$ cat config.mk
export PLATFORM = sky130hd
export DESIGN_NAME = btc_store
export DESIGN_NICKNAME = d
export VERILOG_FILES = /design/src/rtl/btc_store.sv
export SDC_FILE = /design/constraint.sdc
export NUM_CORES = 1
export LEC_CHECK = 0
export BUFFER_PORTS_ARGS = -buffer_cell sky130_fd_sc_hd__buf_4
export CAP_MARGIN = 20
export CORE_ASPECT_RATIO = 1.75
export CORE_MARGIN = 1.5
export CORE_UTILIZATION = 44
export DETAILED_ROUTE_END_ITERATION = 10
export GPL_ROUTABILITY_DRIVEN = 0
export REMOVE_ABC_BUFFERS = 1
export SYNTH_ARGS = -nofsm -noshare
export SYNTH_HDL_FRONTEND = slang
export SYNTH_SLANG_ARGS = --single-unit
$ cat constraint.sdc
create_clock -name clk -period 6.6 [get_ports clk]
set_clock_uncertainty 0.15 [all_clocks]
set_input_delay 0.99 -clock clk [delete_from_list [all_inputs] [get_ports clk]]
set_output_delay 0.99 -clock clk [all_outputs]
set_load 0.01 [all_outputs]
$ cat src/rtl/btc_store.sv
module btc_store #(
  parameter int ADDR_W = 32,
  parameter int IDX_W  = 4
) (
  input  logic              clk,
  input  logic              rst_n,
  input  logic              ctl_wr,
  input  logic [2:0]        ctl_wdata,
  output logic [2:0]        ctl_rdata,
  input  logic              icache_inv,
  input  logic [ADDR_W-1:0] fetch_pc,
  output logic              pred_hit,
  output logic [ADDR_W-1:0] pred_target,
  input  logic              alloc_vld,
  input  logic [ADDR_W-1:0] alloc_pc,
  input  logic [ADDR_W-1:0] alloc_target,
  input  logic              alloc_super,
  input  logic              fix_vld,
  input  logic [ADDR_W-1:0] fix_pc
);
  localparam int N     = 1 << IDX_W;
  localparam int TAG_W = ADDR_W - IDX_W - 1;

  logic              en_q;
  logic [N-1:0]      vld_q, usr_q, vld_nx;
  logic [TAG_W-1:0]  tag_q [N];
  logic [ADDR_W-1:0] tgt_q [N];

  wire [IDX_W-1:0] l_idx = fetch_pc[IDX_W:1];
  wire [IDX_W-1:0] a_idx = alloc_pc[IDX_W:1];
  wire [IDX_W-1:0] f_idx = fix_pc[IDX_W:1];
  wire [TAG_W-1:0] l_tag = fetch_pc[ADDR_W-1:IDX_W+1];
  wire [TAG_W-1:0] a_tag = alloc_pc[ADDR_W-1:IDX_W+1];
  wire [TAG_W-1:0] f_tag = fix_pc[ADDR_W-1:IDX_W+1];

  wire clr_all   = (ctl_wr && ctl_wdata[1]) || icache_inv;
  wire clr_user  = ctl_wr && ctl_wdata[2];
  wire alloc_go  = alloc_vld && en_q && !clr_all && !clr_user;
  wire fix_match = fix_vld && vld_q[f_idx] && (tag_q[f_idx] == f_tag);

  assign ctl_rdata   = {2'b00, en_q};
  assign pred_hit    = en_q && vld_q[l_idx] && (tag_q[l_idx] == l_tag);
  assign pred_target = tgt_q[l_idx];

  always_ff @(posedge clk or negedge rst_n)
    if (!rst_n)      en_q <= 1'b0;
    else if (ctl_wr) en_q <= ctl_wdata[0];

  always_comb begin
    vld_nx = vld_q;
    if (alloc_go)  vld_nx[a_idx] = 1'b1;
    if (fix_match) vld_nx[f_idx] = 1'b0;
    if (clr_user)  vld_nx = vld_nx & ~usr_q;
    if (clr_all)   vld_nx = '0;
  end

  always_ff @(posedge clk) vld_q <= vld_nx;

  always_ff @(posedge clk)
    if (alloc_go) begin
      tag_q[a_idx] <= a_tag;
      tgt_q[a_idx] <= alloc_target;
      usr_q[a_idx] <= !alloc_super;
    end

  AST_OFF_NO_HIT: assert property (@(posedge clk) disable iff (!rst_n)
    !ctl_rdata[0] |-> !pred_hit);
  AST_CLR_ALL_EMPTY: assert property (@(posedge clk) disable iff (!rst_n)
    (ctl_wr && ctl_wdata[1]) |=> (vld_q == '0));
  AST_CLR_USER_GONE: assert property (@(posedge clk) disable iff (!rst_n)
    (ctl_wr && ctl_wdata[2]) |=> ((vld_q & usr_q) == '0));
  AST_INV_EMPTY: assert property (@(posedge clk) disable iff (!rst_n)
    icache_inv |=> (vld_q == '0));
  AST_ALLOC_SET: assert property (@(posedge clk) disable iff (!rst_n)
    (alloc_vld && ctl_rdata[0] && !ctl_wr && !icache_inv && !(fix_vld && f_idx == a_idx))
    |=> vld_q[$past(a_idx)]);
  AST_FIX_DROP: assert property (@(posedge clk) disable iff (!rst_n)
    (fix_vld && vld_q[f_idx] && tag_q[f_idx] == f_tag) |=> !vld_q[$past(f_idx)]);
endmodule

==> metrics.cfg, run 1 <==
[final_layout]
diodes=0
nFillCells=7325
drive_gt1_share_pct=35.43
nets=2276
seq_area_um2=29170
area_growth_syn_to_layout_pct=14.20
multiInputGateArea_um2=11770

[pwr]
p_per_area_nw_per_um2=271.9
leakagePower_uw=0.01505
max-vdd-ir-drop_mv=0.1851

[yosys]
synth_warnings=0
synth_top_cell_by_area=edfxtp_1
synthDistinctLibCells=56
synth_most_common_cell=edfxtp_1
netlist_area_um2=41440
synth_flop_cell=edfxtp_1
ys_ff_latch=977
synthTopCellsByCount=edfxtp_1, mux4_2, mux2i_1
synth-edff-count=960
synth_area_leaders=edfxtp_1, mux4_2, mux2i_1, mux2_2, dfxtp_1
async_flop_share_pct=0.1024
synthCells=1928
avgSynthCellArea_um2=21.49
yosysTopAreaCellShare_pct=69.56
seq_area_frac_synth_pct=70.39

[drt]
antenna_left=0
drt_drc_violations_left=0
num_vias=21270
via_per_inst=6.237
detailedRoute.firstPassIterationCount=6
post_drt_wl_per_cell_um=32.71
drtIter0Drc=2171
wl_mm=111.5

[floorplan]
die_area_um2=96110
die_h_um=409.0
ios=174
row_count=148
initial_utilization_pct=44.49
die-width_um=235.0
core_area_um2=93140

[flow_run]
maxCapViolCount=0

[setup_path]
critical_path_class=in -> out
crit_path_max_incr_delay_ps=540
critPathArrivalTime_ps=4750
critPathLaunchType=input pin
critPathBufInv=4
cp_cell_sequence=buf_8 > buf_12 > mux4_2 > mux4_2 > xor2_1 > nor4_1 > nand4_1 > nor4_1 > buf_4 > buf_4
worst_path_max_delay_cell=mux4_2
crit_path_max_fanout=34
cp-end-kind=output port
required_ps=5460
critPathTopFamily=simple AND/OR/NAND/NOR gates

[timing]
max_slew.worst_pin.slew_ps=995.7
fin_hold_ws_ps=371.9
finalCriticalPeriod_ps=5889
grt_setup_unrepaired=no
max_freq_mhz=169.8
period_share_pct=89.23
hold_violations=0
drv_slew=0
tns_ps=0
slew_headroom_pct=33.62
setup_violations=0

[cts]
cts_resized=0
clk_pin_slew_ps=70
cts-buffers-inserted=88
clock_path_buffers=3
htree_levels=3
cts-root-buf=clkbuf_16
cts_tree=built
clkLatencyLatePin_ps=680
numClockSinks=977

[global_routing]
antenna_found_initial=7
grt_max_degree=65
grt_usage_pct=23.58
grt_pass1_wl_mm=161.3
grt-ovfl-total=0
met3_usage_pct=3.781
top_usage_layer=met2
grt_pass1_vias=22780
grt_util_met2_pct=40.57
met1_usage_pct=29.46

[place]
portBuffers=168
dpl.hpwl_mm=64.97

[min_path]
min_path_type=reg -> reg

[outcome]
outcome=finished clean

## routing by layer
metal | wire, µm | up-vias | part of all wire (%)
met1 | 42570 | 11550 | 38
met2 | 57870 | 803 | 52
met5 | 87 | - | 0.078
li1 | - | 8709 | -
met4 | 4634 | 14 | 4.2
met3 | 6384 | 190 | 5.7
## cell usage in the layout (no fill, tap or decap), types with 4 or more instances in the layout
| cell | netlist | final |
|---|---|---|
| a211oi_1 | 7 | 7 |
| a21oi_1 | 27 | 27 |
| a221oi_1 | 13 | 13 |
| a22oi_1 | 6 | 6 |
| a31oi_1 | 20 | 20 |
| buf_12 | 0 | 15 |
| buf_4 | 13 | 217 |
| bufinv_16 | 0 | 7 |
| clkbuf_1 | 39 | 14 |
| clkbuf_16 | 0 | 92 |
| clkinv_1 | 0 | 14 |
| clkinv_2 | 0 | 19 |
| clkinv_4 | 0 | 4 |
| clkinvlp_4 | 0 | 6 |
| dfxtp_1 | 16 | 16 |
| edfxtp_1 | 960 | 960 |
| inv_1 | 9 | 8 |
| mux2_2 | 35 | 35 |
| mux2i_1 | 84 | 84 |
| mux4_1 | 9 | 9 |
| mux4_2 | 358 | 358 |
| nand2_1 | 28 | 28 |
| nand2b_1 | 9 | 9 |
| nand3_1 | 5 | 5 |
| nand4_1 | 4 | 4 |
| nor2_1 | 48 | 36 |
| nor2_4 | 0 | 12 |
| nor2b_1 | 7 | 7 |
| nor3_1 | 15 | 11 |
| nor3_2 | 0 | 4 |
| nor4_1 | 11 | 11 |
| o21ai_0 | 28 | 28 |
| o22ai_1 | 17 | 17 |
| xnor2_1 | 33 | 33 |
| xor2_1 | 27 | 27 |
## layout make-up
type,count,area share (%)
well taps,1200,3.173
inverters,9,0.07667
clock inverters,54,1.015
repair buffers,236,4.185
flip-flops and latches,977,61.64
multi-input cells,826,24.87
clock buffers,108,5.034
## kinds of logic (layout without fill, tap and decap cells)
family / after synthesis / count (layout) / share of synthesized area [%]
DFF: 977 / 977 / 70.39
muxes: 486 / 486 / 23.01
AOI/OAI and AO/OA: 147 / 147 / 2.385
and+or+nand+nor: 131 / 131 / 1.461
buffers and inverters: 126 / 407 / 1.476
xor gates and xnor gates: 60 / 60 / 1.268
other: 1 / 2 / 0.009049
## final timing paths
kind                                     from   endpoint  slack [ps]  cells past startpoint
worst max-delay path              fetch_pc[1]   pred_hit         710                     10
worst min-delay path                 usr_q[0]   vld_q[0]         370                      3
worst max register to register  tag_q[15][11]  vld_q[15]        3060                      8
worst min register to register       usr_q[0]   vld_q[0]         370                      3
max in group asynchronous               rst_n       en_q        5750                      2
min in group asynchronous               rst_n       en_q         470                      2
## report_power, final
group	switching (µW)	internal (µW)	total, µW
sequential	6.88	6820	6830
combinational	508	400	908
clock	2280	2850	5130
## state kept, by name, summed over array words and instances (netlist names)
| signal | flops |
|---|---|
| en_q | 1 |
| usr_q | 16 |
| tgt_q | 512 |
| tag_q | 432 |
| vld_q | 16 |
## timing repair
action	in CTS	in global routing
hold buffers	1	0
hold endpoints to repair	1	0
buffers inserted	0	0
## per-stage QoR
stage               instances  worst slack (ps)  cell area (µm²)  total power [µW]  util [%]
floorplan                1812            -104.1            40870              7376         -
global placement         3247             749.3            44450              7870     47.72
detailed placement       3247             810.3            44450              7885     47.72
CTS                      3410             801.1            47330             12980     50.81
global route             3410             598.0            47330             13230     50.81
finish                   3410             710.9            47330             12870     50.81
## tightest hold or removal path: stages, from the launching register on
cell	delay, ps
edfxtp_1	320
a21oi_1	50
o21ai_0	70
a31oi_1	40
No activity file was read; power rests on OpenSTA's default activity.
==> inputs of run 2 (changes only) <==
--- a/config.mk
+++ b/config.mk
@@ -12,6 +12,7 @@
 export CORE_UTILIZATION = 44
 export DETAILED_ROUTE_END_ITERATION = 10
 export GPL_ROUTABILITY_DRIVEN = 0
+export RECOVER_POWER = 25
 export REMOVE_ABC_BUFFERS = 1
 export SYNTH_ARGS = -nofsm -noshare
 export SYNTH_HDL_FRONTEND = slang
==> run 2 against run 1 <==
Compared with the run above:
- register-to-register slack worse by 20 ps
- critical path type unchanged
- sequential power about the same
- count of clock-buffer cells in the layout did not move
- global-route usage unchanged
- combinational power down 1%
- setup slack improved by 15 ps
- largest power group unchanged
- worst hold slack improved by 4.0 ps
- maximum frequency up 0.25%
- cell count about the same
- critical endpoint unchanged
==> metrics.cfg, run 2 (same netlist as run 1, synthesis figures left out) <==
[place]
placed_area_um2=44450  ; unchanged
portBuffers=168  ; unchanged
dpl.hpwl_mm=64.97  ; unchanged

[setup_path]
critPathArrivalTime_ps=4730  ; was 4750 ps
critical_path_class=in -> out  ; unchanged
cp_cell_sequence=buf_8 > buf_12 > mux4_2 > mux4_2 > xor2_1 > nor4_1 > nand4_1 > nor4_1 > buf_4 > buf_4  ; unchanged
critPathLaunchType=input pin  ; unchanged
worst_path_max_delay_cell=mux4_2  ; unchanged
crit_path_max_fanout=34  ; unchanged
cp-end-kind=output port  ; unchanged
required_ps=5460  ; about the same
crit_path_max_incr_delay_ps=540  ; about the same

[timing]
finalCriticalPeriod_ps=5874  ; was 5889 ps
setup_violations=0  ; unchanged
slew_headroom_pct=33.24  ; was 33.62%
fin_hold_ws_ps=375.9  ; was 371.9 ps
drv_slew=0  ; unchanged
period_share_pct=89.00  ; was 89.23%
grt_setup_unrepaired=no  ; unchanged
max_slew.worst_pin.slew_ps=1001  ; was 995.7 ps
hold_violations=0  ; unchanged
max_freq_mhz=170.2  ; was 169.8 MHz

[cts]
cts_resized=0  ; unchanged
numClockSinks=977  ; unchanged
clk_pin_slew_ps=70  ; about the same
cts-buffers-inserted=88  ; unchanged
clkLatencyLatePin_ps=670  ; was 680 ps
htree_levels=3  ; unchanged
cts_tree=built  ; unchanged
cts-root-buf=clkbuf_16  ; unchanged
clock_path_buffers=3  ; unchanged

[drt]
via_per_inst=6.247  ; was 6.237
drt_drc_violations_left=0  ; unchanged
wl_mm=111.8  ; was 111.5 mm
num_vias=21310  ; was 21270
drtIter0Drc=2149  ; was 2171
antenna_left=0  ; unchanged
post_drt_wl_per_cell_um=32.78  ; was 32.71 µm
detailedRoute.firstPassIterationCount=6  ; unchanged

[min_path]
min_path_type=reg -> reg  ; unchanged

[floorplan]
die_area_um2=96110  ; unchanged
die-width_um=235.0  ; unchanged
initial_utilization_pct=44.49  ; unchanged
row_count=148  ; unchanged
die_h_um=409.0  ; unchanged
ios=174  ; unchanged
core_area_um2=93140  ; unchanged

[final_layout]
final_cell_mix=edfxtp_1, mux4_2, buf_4  ; unchanged
fin_area_um2=47150  ; was 47330 µm²
drive_gt1_share_pct=33.30  ; was 35.43%
final_common_cell=edfxtp_1  ; unchanged
largest_register_ffs=512  ; unchanged
top_register=tgt_q  ; unchanged
multiInputGateArea_um2=11770  ; unchanged
nets=2276  ; unchanged
nFillCells=7366  ; was 7325
seq_area_um2=29170  ; unchanged
area_growth_syn_to_layout_pct=13.78  ; was 14.20%
reg_top3=tgt_q x512, tag_q x432  ; unchanged

[pwr]
pwr-share-comb_pct=7.0  ; was 7.1%
leakagePower_uw=0.01488  ; was 0.01505 µW
netSwitchingPower_uw=2793  ; was 2792 µW
p_sw_share_pct=21.72  ; was 21.70%
p_int_uw=10070  ; was 10080 µW
p_per_area_nw_per_um2=272.7  ; was 271.9 nW/µm²
pwr-share-clk_pct=39.9  ; about the same
max-vdd-ir-drop_mv=0.1854  ; was 0.1851 mV
pwr-share-seq_pct=53.1  ; about the same

[global_routing]
grt_usage_pct=23.58  ; unchanged
grt_pass1_wl_mm=161.3  ; unchanged
grt_pass1_vias=22780  ; unchanged
grt-ovfl-total=0  ; unchanged
grt_max_degree=65  ; unchanged
antenna_found_initial=10  ; was 7

[outcome]
outcome=finished clean  ; unchanged

[flow_run]
maxCapViolCount=0  ; unchanged

[run 2: worst paths after layout]
path | slack [ps] | depth (start not counted) | start | end
hold reg to reg | 380 | 3 | usr_q[0] | vld_q[0]
min in group asynchronous | 490 | 2 | rst_n | en_q
hold / removal | 380 | 3 | usr_q[0] | vld_q[0]
setup / recovery | 730 | 10 | fetch_pc[1] | pred_hit
max in group asynchronous | 5730 | 2 | rst_n | en_q
setup reg to reg | 3040 | 8 | tag_q[3][13] | vld_q[0]
[run 2: routing by layer]
metal | global-route usage [%] | vias up | share of wire (%)
li1 | - | 8719 | -
met1 | 29.46 | 11550 | 38
met2 | 40.57 | 821 | 52
met3 | 3.781 | 201 | 5.7
met4 | 10.49 | 18 | 4.2
met5 | 0 | - | 0.10
[run 2: final cells by class]
class	count	share of cell area [%]
diodes	1	0.005307
clock buffers	108	5.052
clock inverters	54	1.019
inverters	9	0.07695
multi-input cells	826	24.96
flip-flops and latches	977	61.87
well taps	1200	3.184
repair buffers	236	3.826
[run 2: power by group through the flow]
| stage | registers (µW) | logic [µW] | clock network [µW] |
|---|---|---|---|
| after detailed placement | 6970 | 919 | 0 |
| after global placement | 6960 | 906 | 0 |
| final | 6830 | 895 | 5130 |
| after CTS | 6830 | 922 | 5230 |
| after global routing | 6830 | 950 | 5440 |
| after floorplan | 6970 | 408 | 0 |
[run 2: timing repair]
action                                 in CTS  in global routing
hold buffers                                1                  0
setup buffers                               0                  0
endpoints found under the hold margin       1                  0
[run 2: per-stage QoR]
step	utilization [%]	instances	setup TNS (ps)	total power (µW)	worst slack (ps)
5_1_grt	50.62	3410	0	13220	598.0
6_report	50.62	3411	0	12860	725.8
4_1_cts	50.81	3410	0	12980	801.1
3_5_place_dp	47.72	3247	0	7885	810.3
2_1_floorplan	-	1812	-4134	7376	-104.1
3_3_place_gp	47.72	3247	0	7870	749.3
[run 2: worst max-delay path, delay by kind of cell]
kind | cells | cell delay, ps
AND/OR/NAND/NOR | 3 | 1400
multiplexers | 2 | 1070
buffers and inverters | 4 | 1010
XOR/XNOR | 1 | 160
==> inputs of run 3 (changes only) <==
--- a/config.mk
+++ b/config.mk
@@ -9,9 +9,10 @@
 export CAP_MARGIN = 20
 export CORE_ASPECT_RATIO = 1.75
 export CORE_MARGIN = 1.5
-export CORE_UTILIZATION = 44
+export CORE_UTILIZATION = 40
 export DETAILED_ROUTE_END_ITERATION = 10
 export GPL_ROUTABILITY_DRIVEN = 0
+export HOLD_SLACK_MARGIN = 0.06
 export RECOVER_POWER = 25
 export REMOVE_ABC_BUFFERS = 1
 export SYNTH_ARGS = -nofsm -noshare
==> run 3 against run 2 <==
Compared with the run above:
- maximum frequency grew 1.2%
- critical path depth rose by 1
- first-iteration DRC count decreased by 9.2%
- critical path type unchanged
- critical endpoint unchanged
==> metrics.cfg, run 3 (same netlist as run 1, synthesis figures left out) <==
[global_routing]
grt_util_met2_pct=36.47  ; was 40.57%
antenna_found_initial=13  ; was 10
top_usage_layer=met2  ; unchanged
met1_usage_pct=27.31  ; was 29.46%
grt_pass1_vias=22470  ; was 22780
grt-ovfl-total=0  ; unchanged
grt_pass1_wl_mm=161.2  ; was 161.3 mm
grt_max_degree=81  ; was 65
grt_usage_pct=21.65  ; was 23.58%
met3_usage_pct=3.605  ; was 3.781%

[pwr]
max-vdd-ir-drop_mv=0.1789  ; was 0.1854 mV
pwr-share-seq_pct=53.1  ; about the same
p_int_uw=10130  ; was 10070 µW
netSwitchingPower_uw=2742  ; was 2793 µW
leakagePower_uw=0.01484  ; was 0.01488 µW
pwr-share-comb_pct=7.0  ; about the same
p_sw_share_pct=21.30  ; was 21.72%
pwr-share-clk_pct=40.0  ; was 39.9%
p_per_area_nw_per_um2=272.3  ; was 272.7 nW/µm²

[timing]
drv_slew=0  ; unchanged
setup_violations=0  ; unchanged
tns_ps=0  ; unchanged
period_share_pct=87.94  ; was 89.00%
max_slew.worst_pin.slew_ps=1113  ; was 1001 ps
slew_headroom_pct=25.81  ; was 33.24%
grt_setup_unrepaired=no  ; unchanged
max_freq_mhz=172.3  ; was 170.2 MHz
hold_violations=0  ; unchanged
finalCriticalPeriod_ps=5804  ; was 5874 ps

[cts]
cts-root-buf=clkbuf_16  ; unchanged
cts_resized=0  ; unchanged
cts_tree=built  ; unchanged
numClockSinks=977  ; unchanged
clk_pin_slew_ps=70  ; about the same
htree_levels=3  ; unchanged
cts-buffers-inserted=86  ; was 88
clkLatencyLatePin_ps=670  ; about the same
clock_path_buffers=3  ; unchanged

[flow_run]
maxCapViolCount=0  ; unchanged

[place]
portBuffers=168  ; unchanged
placed_cells=3381  ; was 3247
dpl.hpwl_mm=65.61  ; was 64.97 mm

[floorplan]
die_area_um2=105600  ; was 96110 µm²
initial_utilization_pct=40.21  ; was 44.49%
ios=174  ; unchanged
core_area_um2=103100  ; was 93140 µm²
die_h_um=428.8  ; was 409.0 µm
die-width_um=246.3  ; was 235.0 µm
row_count=156  ; was 148

[final_layout]
multiInputGateArea_um2=11770  ; unchanged
reg_top3=tgt_q x512, tag_q x432  ; unchanged
final_cell_mix=edfxtp_1, mux4_2, buf_4  ; unchanged
drive_gt1_share_pct=32.73  ; was 33.30%
largest_register_ffs=512  ; unchanged
stdcell_count=3542  ; was 3411
nFillCells=8607  ; was 7366
top_register=tgt_q  ; unchanged
final_common_cell=edfxtp_1  ; unchanged
nets=2266  ; was 2276
seq_area_um2=29170  ; unchanged
area_growth_syn_to_layout_pct=14.08  ; was 13.78%

[setup_path]
timing.critical_path.mode_cell=buf_4
critical_path_class=in -> out  ; unchanged
crit_path_max_fanout=39  ; was 34
worst_path_max_delay_cell=nor4_1  ; was mux4_2
crit_path_max_incr_delay_ps=580  ; was 540 ps
critPathLaunchType=input pin  ; unchanged
critPathArrivalTime_ps=4660  ; was 4730 ps
regToRegSetupSlack_ps=2840  ; was 3040 ps
critPathTopFamily=buffers and inverters  ; was simple AND/OR/NAND/NOR gates
cp-end-kind=output port  ; unchanged
critPathBufInv=5  ; was 4
required_ps=5460  ; about the same
cp_cell_sequence=buf_8 > buf_4 > mux4_2 > mux4_2 > xor2_1 > nor4_1 > buf_4 > o2111ai_1 > nor4_1 > buf_4 > buf_4  ; was buf_8 > buf_12 > mux4_2 > mux4_2 > xor2_1 > nor4_1 > nand4_1 > nor4_1 > buf_4 > buf_4

[drt]
num_vias=21240  ; was 21310
via_per_inst=5.997  ; was 6.247
detailedRoute.firstPassIterationCount=6  ; unchanged
post_drt_wl_per_cell_um=32.03  ; was 32.78 µm
drt_drc_violations_left=0  ; unchanged
antenna_left=0  ; unchanged
drtIter0Drc=1952  ; was 2149
wl_mm=113.5  ; was 111.8 mm

[outcome]
outcome=finished clean  ; unchanged

[min_path]
min_path_type=reg -> reg  ; unchanged

run 3: tightest hold or removal path, stage by stage, from the launching register on:
cell and delay (ps):
edfxtp_1 320, a21oi_1 50, o21ai_0 70, a31oi_1 40
run 3: path summary, 6_finish.rpt:
path	cells past startpoint	end	from
setup / recovery	11	pred_hit	fetch_pc[1]
hold / removal	3	vld_q[14]	usr_q[14]
setup reg to reg	8	vld_q[7]	tag_q[9][1]
hold reg to reg	3	vld_q[14]	usr_q[14]
max in group asynchronous	2	en_q	rst_n
min in group asynchronous	2	en_q	rst_n
run 3: through the flow:
stage	utilization, %	setup slack (ps)	area [µm²]	power, µW	hold slack, ps
6_report	45.87	795.8	47280	12870	373.6
2_1_floorplan	-	-104.1	40870	7376	343.5
5_1_grt	45.87	679.9	47270	13240	392.9
3_5_place_dp	43.23	840.3	44550	7886	360.3
4_1_cts	45.99	811.2	47400	13010	370.6
3_3_place_gp	43.23	811.5	44550	7871	356.5
run 3: metal layers:
| metal | vias to the layer above | part of all wire (%) |
|---|---|---|
| li1 | 8690 | - |
| met1 | 11500 | 39 |
| met2 | 812 | 51 |
| met3 | 220 | 5.9 |
| met4 | 18 | 4.6 |
| met5 | - | 0.11 |
run 3: cell type report:
cell class	instances	area share, %
antenna	5	0.02647
inverter	9	0.07675
multi-input combinational	826	24.90
tap	1343	3.554
clock buffer	103	4.796
clock inverter	51	1.212
timing repair buffer	228	3.729
sequential	977	61.71
run 3: power groups by stage:
stage                     clock, µW  combinational, µW  sequential (µW)
after CTS                      5250                923             6830
after floorplan                   0                408             6970
after global placement            0                907             6960
after global routing           5460                949             6830
after detailed placement          0                920             6970
final                          5140                896             6830
run 3: repair_timing:
item | CTS | global route
setup endpoints to repair | 0 | 0
buffers inserted | 0 | 0
hold buffers | 1 | 0
hold endpoints to repair | 1 | 0
